--- config.mk ---
export PLATFORM = sky130hd
export DESIGN_NAME = gpio_alert_ctrl
export DESIGN_NICKNAME = d
export VERILOG_FILES = /design/src/rtl/gpio_alert_pkg.sv /design/src/rtl/gpio_in_sync.sv /design/src/rtl/gpio_in_path.sv /design/src/rtl/gpio3_ctrl_reg.sv /design/src/rtl/gpio_alert_ctrl.sv
export SDC_FILE = /design/constraint.sdc
export NUM_CORES = 1
export LEC_CHECK = 0
export BUFFER_PORTS_ARGS = -buffer_cell sky130_fd_sc_hd__buf_2
export CAP_MARGIN = 25
export CORE_AREA = 2 2 39 41
export CTS_BUF_LIST = sky130_fd_sc_hd__clkbuf_2 sky130_fd_sc_hd__clkbuf_4 sky130_fd_sc_hd__clkbuf_8
export CTS_CLUSTER_SIZE = 16
export DETAILED_ROUTE_END_ITERATION = 10
export DIE_AREA = 0 0 41 43
export GPL_TIMING_DRIVEN = 1
export PLACE_DENSITY = 0.58
export SYNTH_ARGS = -nofsm -noshare
export SYNTH_HDL_FRONTEND = slang
export SYNTH_SLANG_ARGS = --single-unit
export TNS_END_PERCENT = 50
--- constraint.sdc ---
create_clock -name clk -period 1.5 [get_ports clk]
set_clock_uncertainty 0.2 [all_clocks]
set_input_delay 0.45 -clock clk [delete_from_list [all_inputs] [get_ports clk]]
set_output_delay 0.45 -clock clk [all_outputs]
set_load 0.01 [all_outputs]
--- src/rtl/gpio_alert_pkg.sv ---
package gpio_alert_pkg;
  typedef enum logic [1:0] {
    P3_ALERT   = 2'b00,
    P3_INPUT   = 2'b01,
    P3_OUT     = 2'b10,
    P3_OUT_ALT = 2'b11
  } p3_mode_e;

  function automatic logic p3_is_output(input p3_mode_e m);
    return (m == P3_OUT) || (m == P3_OUT_ALT);
  endfunction
endpackage

--- src/rtl/gpio_in_sync.sv ---
module gpio_in_sync #(
  parameter int WIDTH  = 3,
  parameter int STAGES = 2
) (
  input  logic             clk,
  input  logic             rst_n,
  input  logic [WIDTH-1:0] d_async,
  output logic [WIDTH-1:0] q_sync
);
  localparam int LAST = STAGES - 1;

  logic [STAGES-1:0][WIDTH-1:0] stg;

  always_ff @(posedge clk or negedge rst_n) begin
    if (!rst_n) stg[0] <= '0;
    else        stg[0] <= d_async;
  end

  for (genvar s = 1; s < STAGES; s++) begin : g_stage
    always_ff @(posedge clk or negedge rst_n) begin
      if (!rst_n) stg[s] <= '0;
      else        stg[s] <= stg[s-1];
    end
  end

  assign q_sync = stg[LAST];
endmodule

--- src/rtl/gpio_in_path.sv ---
module gpio_in_path #(
  parameter int NPINS  = 3,
  parameter int NALERT = 2
) (
  input  logic [NPINS-1:0]  sync_val,
  input  logic [NPINS-1:0]  act_high,
  input  logic [NALERT-1:0] is_input,
  input  logic [NALERT-1:0] alert_en,
  output logic [NPINS-1:0]  pin_active,
  output logic [NALERT-1:0] alert_req
);
  for (genvar i = 0; i < NPINS; i++) begin : g_pol
    assign pin_active[i] = ~(sync_val[i] ^ act_high[i]);
  end

  for (genvar j = 0; j < NALERT; j++) begin : g_req
    assign alert_req[j] = is_input[j] & alert_en[j] & pin_active[j];
  end
endmodule

--- src/rtl/gpio3_ctrl_reg.sv ---
module gpio3_ctrl_reg (
  input  logic clk,
  input  logic rst_n,
  input  logic hw_set,
  input  logic wr,
  input  logic wr_force,
  input  logic wr_drive,
  output logic force_q,
  output logic drive_q
);
  always_ff @(posedge clk or negedge rst_n) begin
    if (!rst_n)      force_q <= 1'b0;
    else if (hw_set) force_q <= 1'b1;
    else if (wr)     force_q <= wr_force;
  end

  always_ff @(posedge clk or negedge rst_n) begin
    if (!rst_n)  drive_q <= 1'b0;
    else if (wr) drive_q <= wr_drive;
  end

  // hardware set takes priority over any same-cycle write
  a_r8_hw_set_wins: assert property (@(posedge clk) disable iff (!rst_n)
    hw_set |=> force_q);
  // write loads force when no alert collides
  a_r9_force_write: assert property (@(posedge clk) disable iff (!rst_n)
    (wr && !hw_set) |=> (force_q == $past(wr_force)));
  // drive follows writes only
  a_r9_drive_hold: assert property (@(posedge clk) disable iff (!rst_n)
    !wr |=> $stable(drive_q));
endmodule

--- src/rtl/gpio_alert_ctrl.sv ---
module gpio_alert_ctrl
  import gpio_alert_pkg::*;
#(
  parameter int NPINS       = 3,
  parameter int SYNC_STAGES = 2
) (
  input  logic       clk,
  input  logic       rst_n,
  input  logic [2:0] cmp_above,
  input  logic [1:0] pin_out_mode,
  input  logic [1:0] p3_mode,
  input  logic [2:0] act_high,
  input  logic [1:0] out_pull,
  input  logic [1:0] gpio_alert_en,
  input  logic [1:0] acc_src_sel,
  input  logic       alert_event,
  input  logic       p3_wr,
  input  logic       p3_wr_force,
  input  logic       p3_wr_drive,
  output logic [2:0] pin_pull_low,
  output logic [2:0] cmp_status,
  output logic [1:0] gpio_alert_req,
  output logic       acc_enable,
  output logic       p3_force,
  output logic       p3_drive
);
  localparam int NGP   = NPINS - 1;
  localparam int P3    = NPINS - 1;
  localparam int P2    = 1;
  localparam logic [1:0] ACC_FROM_PIN2 = 2'b10;

  logic [NPINS-1:0] sync_val;
  logic [NPINS-1:0] pin_active;
  p3_mode_e         mode3;

  assign mode3 = p3_mode_e'(p3_mode);

  gpio_in_sync #(.WIDTH(NPINS), .STAGES(SYNC_STAGES)) u_sync (
    .clk     (clk),
    .rst_n   (rst_n),
    .d_async (cmp_above),
    .q_sync  (sync_val)
  );

  gpio_in_path #(.NPINS(NPINS), .NALERT(NGP)) u_path (
    .sync_val   (sync_val),
    .act_high   (act_high),
    .is_input   (~pin_out_mode),
    .alert_en   (gpio_alert_en),
    .pin_active (pin_active),
    .alert_req  (gpio_alert_req)
  );

  gpio3_ctrl_reg u_p3reg (
    .clk      (clk),
    .rst_n    (rst_n),
    .hw_set   (alert_event),
    .wr       (p3_wr),
    .wr_force (p3_wr_force),
    .wr_drive (p3_wr_drive),
    .force_q  (p3_force),
    .drive_q  (p3_drive)
  );

  assign cmp_status = sync_val;
  assign acc_enable = (acc_src_sel == ACC_FROM_PIN2) ? pin_active[P2] : 1'b1;

  for (genvar i = 0; i < NGP; i++) begin : g_gp_out
    assign pin_pull_low[i] = pin_out_mode[i] & out_pull[i];
  end

  always_comb begin
    unique case (mode3)
      P3_ALERT:          pin_pull_low[P3] = alert_event | p3_force;
      P3_INPUT:          pin_pull_low[P3] = 1'b0;
      P3_OUT, P3_OUT_ALT: pin_pull_low[P3] = p3_drive;
      default:           pin_pull_low[P3] = 1'b0;
    endcase
  end

  // input-mode pins stay released
  a_r5_pin1_input_released: assert property (@(posedge clk) disable iff (!rst_n)
    !pin_out_mode[0] |-> !pin_pull_low[0]);
  a_r5_pin2_input_released: assert property (@(posedge clk) disable iff (!rst_n)
    !pin_out_mode[1] |-> !pin_pull_low[1]);
  // alert requests only from input-mode pins
  a_r3_req_needs_input: assert property (@(posedge clk) disable iff (!rst_n)
    (gpio_alert_req & pin_out_mode) == 2'b00);
  // a past alert keeps the alert line low through the force bit
  a_r6_alert_holds_low: assert property (@(posedge clk) disable iff (!rst_n)
    ($past(rst_n) && $past(alert_event) && mode3 == P3_ALERT) |-> pin_pull_low[P3]);
  // pin 3 in input mode never pulls low
  a_r7_p3_input_released: assert property (@(posedge clk) disable iff (!rst_n)
    (mode3 == P3_INPUT) |-> !pin_pull_low[P3]);
  // accumulators free-running unless pin 2 is selected
  a_r4_acc_default_on: assert property (@(posedge clk) disable iff (!rst_n)
    (acc_src_sel != ACC_FROM_PIN2) |-> acc_enable);
endmodule

Yosys cells after proc, flatten, opt, wreduce, memory -nomap -nowiden --
Cells that the tools add are included.
Cells by class: eq/ne operators 4, mux-type cells 4, bitwise operators 12, reductions and logical operators 3
Operator list (number):
- $and 1x1->1 | 6
- $eq 2x2->1 const B | 3
- $mux 1 | 3
- $pmux 1 s3 | 1
- $eq 2x1->1 const B | 1
- $logic_not 2->1 | 1
- $not 1->1 | 2
- $not 2->2 | 1
- $reduce_bool 2->1 | 1
- $reduce_or 2->1 | 1
- $xor 1x1->1 | 2
- $or 1x1->1 | 1
Storage, ports and cells: register bits 8, bits of input ports 22, output and inout bits 11, word-level logic and storage cells 27

Depth between registers and ports, before layout --
depth in word-level cells 3, depth in mapped cells 2

Hierarchy --
From an unflattened synthesis, not the netlist that was laid out.
Second synthesis, totals: cell total of the unflattened synthesis 27, area, all modules 331.6 um^2
Modules (own cells, without submodules):
- gpio_in_sync | times used 1, cells each 9, area an instance 172.7 um^2, sequential area each 150.1 um^2
- gpio3_ctrl_reg | times used 1, cells each 5, area an instance 76.3 um^2, sequential area each 50.0 um^2
- gpio_alert_ctrl | times used 1, cells each 8, area an instance 43.8 um^2, sequential area each 0.0 um^2
- gpio_in_path | times used 1, cells each 5, area an instance 38.8 um^2, sequential area each 0.0 um^2

Least setup slack after synthesis --
Ideal clock, no wire load.
path type input to output, start in act_high[0], end out gpio_alert_req[0], arrival time 0.908 ns, slack -0.058 ns, cell stages on the path 2, path buffers 0, cell sequence xor2_1 > nor3b_1
Between the ends: longest elaborated chain between the ends 3
Ends and longest elaborated chain:
- from (decl) | RTL line gpio_alert_ctrl.sv:12 | input logic [2:0] act_high,
- $xor 1x1->1 | RTL line gpio_in_path.sv:13 | assign pin_active[i] = ~(sync_val[i] ^ act_high[i]);
- $not 1->1 | RTL line gpio_in_path.sv:13
- $and 1x1->1 | RTL line gpio_in_path.sv:17 | assign alert_req[j] = is_input[j] & alert_en[j] & pin_active[j];
- to (decl) | RTL line gpio_alert_ctrl.sv:22 | output logic [1:0] gpio_alert_req,
Every way passes these cells.

Final worst setup path --
start reg u_sync.stg, in the netlist u_sync.q_sync[1], end out gpio_alert_req[1]
Between the ends: longest elaborated chain between the ends 3
Ends and longest elaborated chain:
- from (decl) | RTL line gpio_in_sync.sv:12 | logic [STAGES-1:0][WIDTH-1:0] stg;
- from (signal, indexed assignment) | RTL line gpio_in_sync.sv:22 | else stg[s] <= stg[s-1];
- $xor 1x1->1 | RTL line gpio_in_path.sv:13
- $not 1->1 | RTL line gpio_in_path.sv:13
- $and 1x1->1 | RTL line gpio_in_path.sv:17
Every way passes these cells.

==> run_results.csv <==
group,metric,value,unit
grt,grt_pass1_vias,206,
grt,track_usage,6.61,%
critical_path,crit_arrival,1.08,ns
logic_synthesis,synth_edf_count,0,
logic_synthesis,synth.most_common_cell,"dfrtp_1",
critical_path,required,0.85,ns
layout,n_antenna_cell,0,
logic_synthesis,synthTopCellsByArea,"dfrtp_1, buf_4, xor2_1",
route,drc,0,
sta,period_needed,1.73,ns
layout,area_growth,63.8,%
floorplanning,die_w,41,microns
route,drtAntennaViolNets,0,
critical_path,start_kind,"register",
place,gp_congestion,0.597,
clock_tree,postCtsSetupRepairBufs,0,
logic_synthesis,synth_area,322,sq um
sta,setup_viol_count_final,4,
logic_synthesis,synth_cells,24,
clock_tree,cts_tree,"done",
run_status,status,"complete, but fails checks",
clock_tree,numCtsBuffers,3,
floorplanning,ios,33,
route,routed_via_density,3.88,
sta,grt_setup_unrepaired,"true",
clock_tree,clock_sinks,8,
power_and_ir_drop,total_power,0.469,mW
floorplanning,core-area,1380,sq um
place,port_buffers,31,
power_and_ir_drop,p_per_area,891,nW/um^2
logic_synthesis,synth_top_cells_by_count,"dfrtp_1, buf_4, and2_1, xor2_1",
grt,antenna_found_initial,0,
place,dp_hpwl,485,microns
route,wirelength,570,microns
route,wire_per_inst,7.81,microns
run,drv_cap,0,
logic_synthesis,yosys_most_used_dff,"dfrtp_1",
route,drtPass1Iterations,2,
logic_synthesis,synth_seq_area_share,62.3,%
logic_synthesis,syn_nets,46,
sta,slew_headroom,88.7,%
power_and_ir_drop,irDropWorstVdd,0.561,mV
sta,finalCritPeriodShare,115,%
sta,hold_violations,0,
logic_synthesis,synthArstFlopShare,100,%
logic_synthesis,syn_avg_cell_area,13.4,sq um
logic_synthesis,ys_types,13,
sta,maxSlewViolCount,0,
floorplanning,start_util,23.2,%
critical_path,r2r_slack,0.42,ns
power_and_ir_drop,leakage,0.278,nW
grt,overflow,0,
sta,fin_ws,-0.232,ns
grt,grt_max_degree,9,
logic_synthesis,yosysTopAreaCell,"dfrtp_1",
layout,nNetsFinal,81,
grt,grt_pass1_wl,724,microns
layout,final_layout_size_suffix_gt1_share,68.4,%
critical_path,slowest_delay,0.39,ns
critical_path,cpMaxStageDelayCell,"dfrtp_1",
clock_tree,worstSkewPairLatency,0.24,ns
layout,finish.utilization,38.1,%
critical_path,path_buf_inv,1,
sta,worst_pin_slew,0.167,ns
floorplanning,fp.dieH,43,microns
logic_synthesis,ys_ff_latch,8,
critical_path,path_delay_family,"flip-flops",
clock_tree,ctsHtreeMaxLevel,1,
floorplanning,fp-row-count,14,
logic_synthesis,post-synth-top-area-fraction,62.3,%
route,vias,283,
sta,clock.fmax,577,MHz
critical_path,path_cells,"xor2_2, nor3b_2, buf_2",
clock_tree,clk_pin_slew_worst_paths,0.05,ns
floorplanning,die-area,1760,sq um
run_status,violations,"negative setup slack",
critical_path,path_class,"register to output pin",
clock_tree,cts_buffer_depth,2,
critical_path,end_kind,"output pin",
clock_tree,cts_root_buffer,"clkbuf_4",
critical_path,cp_max_fo,2,
logic_synthesis,synth_warnings,0,
min_path,hold_class,"input pin to register",
route,dr.first_iter.drc_count,1,
-- worst paths after layout --
check | start | depth (start not counted) | to
worst min register to register | u_sync.stg[0] | 0 | u_sync.q_sync[0]
worst max-delay path | u_sync.q_sync[1] | 3 | gpio_alert_req[1]
min in group asynchronous | rst_n | 2 | u_sync.q_sync[2]
worst max register to register | u_p3reg.force_q | 2 | u_p3reg.force_q
max in group asynchronous | rst_n | 2 | u_p3reg.drive_q
worst min-delay path | cmp_above[2] | 1 | u_sync.stg[2]
-- cell families after synthesis --
kind of cell    share of synthesized area [%]
xor+xnor                                 5.45
mux                                      3.50
buf+inv                                  7.00
compound gates                           5.06
simple gates                             16.7
flops                                    62.3
-- layout by cell type (no fill, tap or decap) --
cell type,synthesis,routed
nand2_1,1,1
and2_1,2,2
buf_4,3,1
o31ai_1,1,1
dlygate4sd3_1,0,1
mux2_2,1,1
dfrtp_1,8,8
nor3b_2,1,2
nor2_1,1,1
buf_2,0,31
clkbuf_4,0,3
xor2_1,2,1
xor2_2,0,1
nand3b_1,1,1
a211o_1,1,1
nor2b_1,1,1
-- through the flow --
stage          area, sq um  setup WS (ns)  hold slack, ns  setup TNS, ns  std cells
6_report               527         -0.232           0.113         -0.741         73
5_1_grt                527         -0.299           0.101          -1.03         73
4_1_cts                519         -0.250           0.102         -0.855         73
3_5_place_dp           487         -0.194          0.0965         -0.586         69
3_3_place_gp           487         -0.179          0.0947         -0.535         69
2_1_floorplan          327       -0.00506         -0.0456       -0.00506         24
-- per-layer routing --
metal / GRT usage [%] / part of all wire, % / up-vias
li1: - / - / 144
met1: 6.69 / 37 / 113
met2: 9.38 / 39 / 26
met3: 7.85 / 24 / 0
met4: 0 / 0 / 0
met5: 0 / 0 / -
-- flip-flops by register name, indices dropped and copies added (netlist names) --
name and flops:
u_p3reg.drive_q 1, u_sync.stg 3, u_sync.q_sync 3, u_p3reg.force_q 1
-- repair_timing --
action / in CTS / in global routing
hold endpoints to repair: 8 / 0
gates resized for setup: 0 / 1
cloned: 0 / 0
endpoints found under the setup margin: 4 / 4
pin swaps: 1 / 0
hold buffers: 1 / 0
-- final cells by class --
cell class | count | area, sq um
Tap cell | 16 | 20.0
Timing Repair Buffer | 33 | 173
Clock buffer | 3 | 22.5
Multi-Input combinational cell | 13 | 111
Sequential cell | 8 | 200
Fill cell | 138 | 857
-- power by group --
| part | internal (mW) | total, mW | switching [mW] |
|---|---|---|---|
| clock network | 0.0907 | 0.151 | 0.0604 |
| logic | 0.0473 | 0.0832 | 0.0358 |
| registers | 0.229 | 0.235 | 0.00593 |
| total | 0.367 | 0.469 | 0.102 |
(Power assumes the default switching activity.)
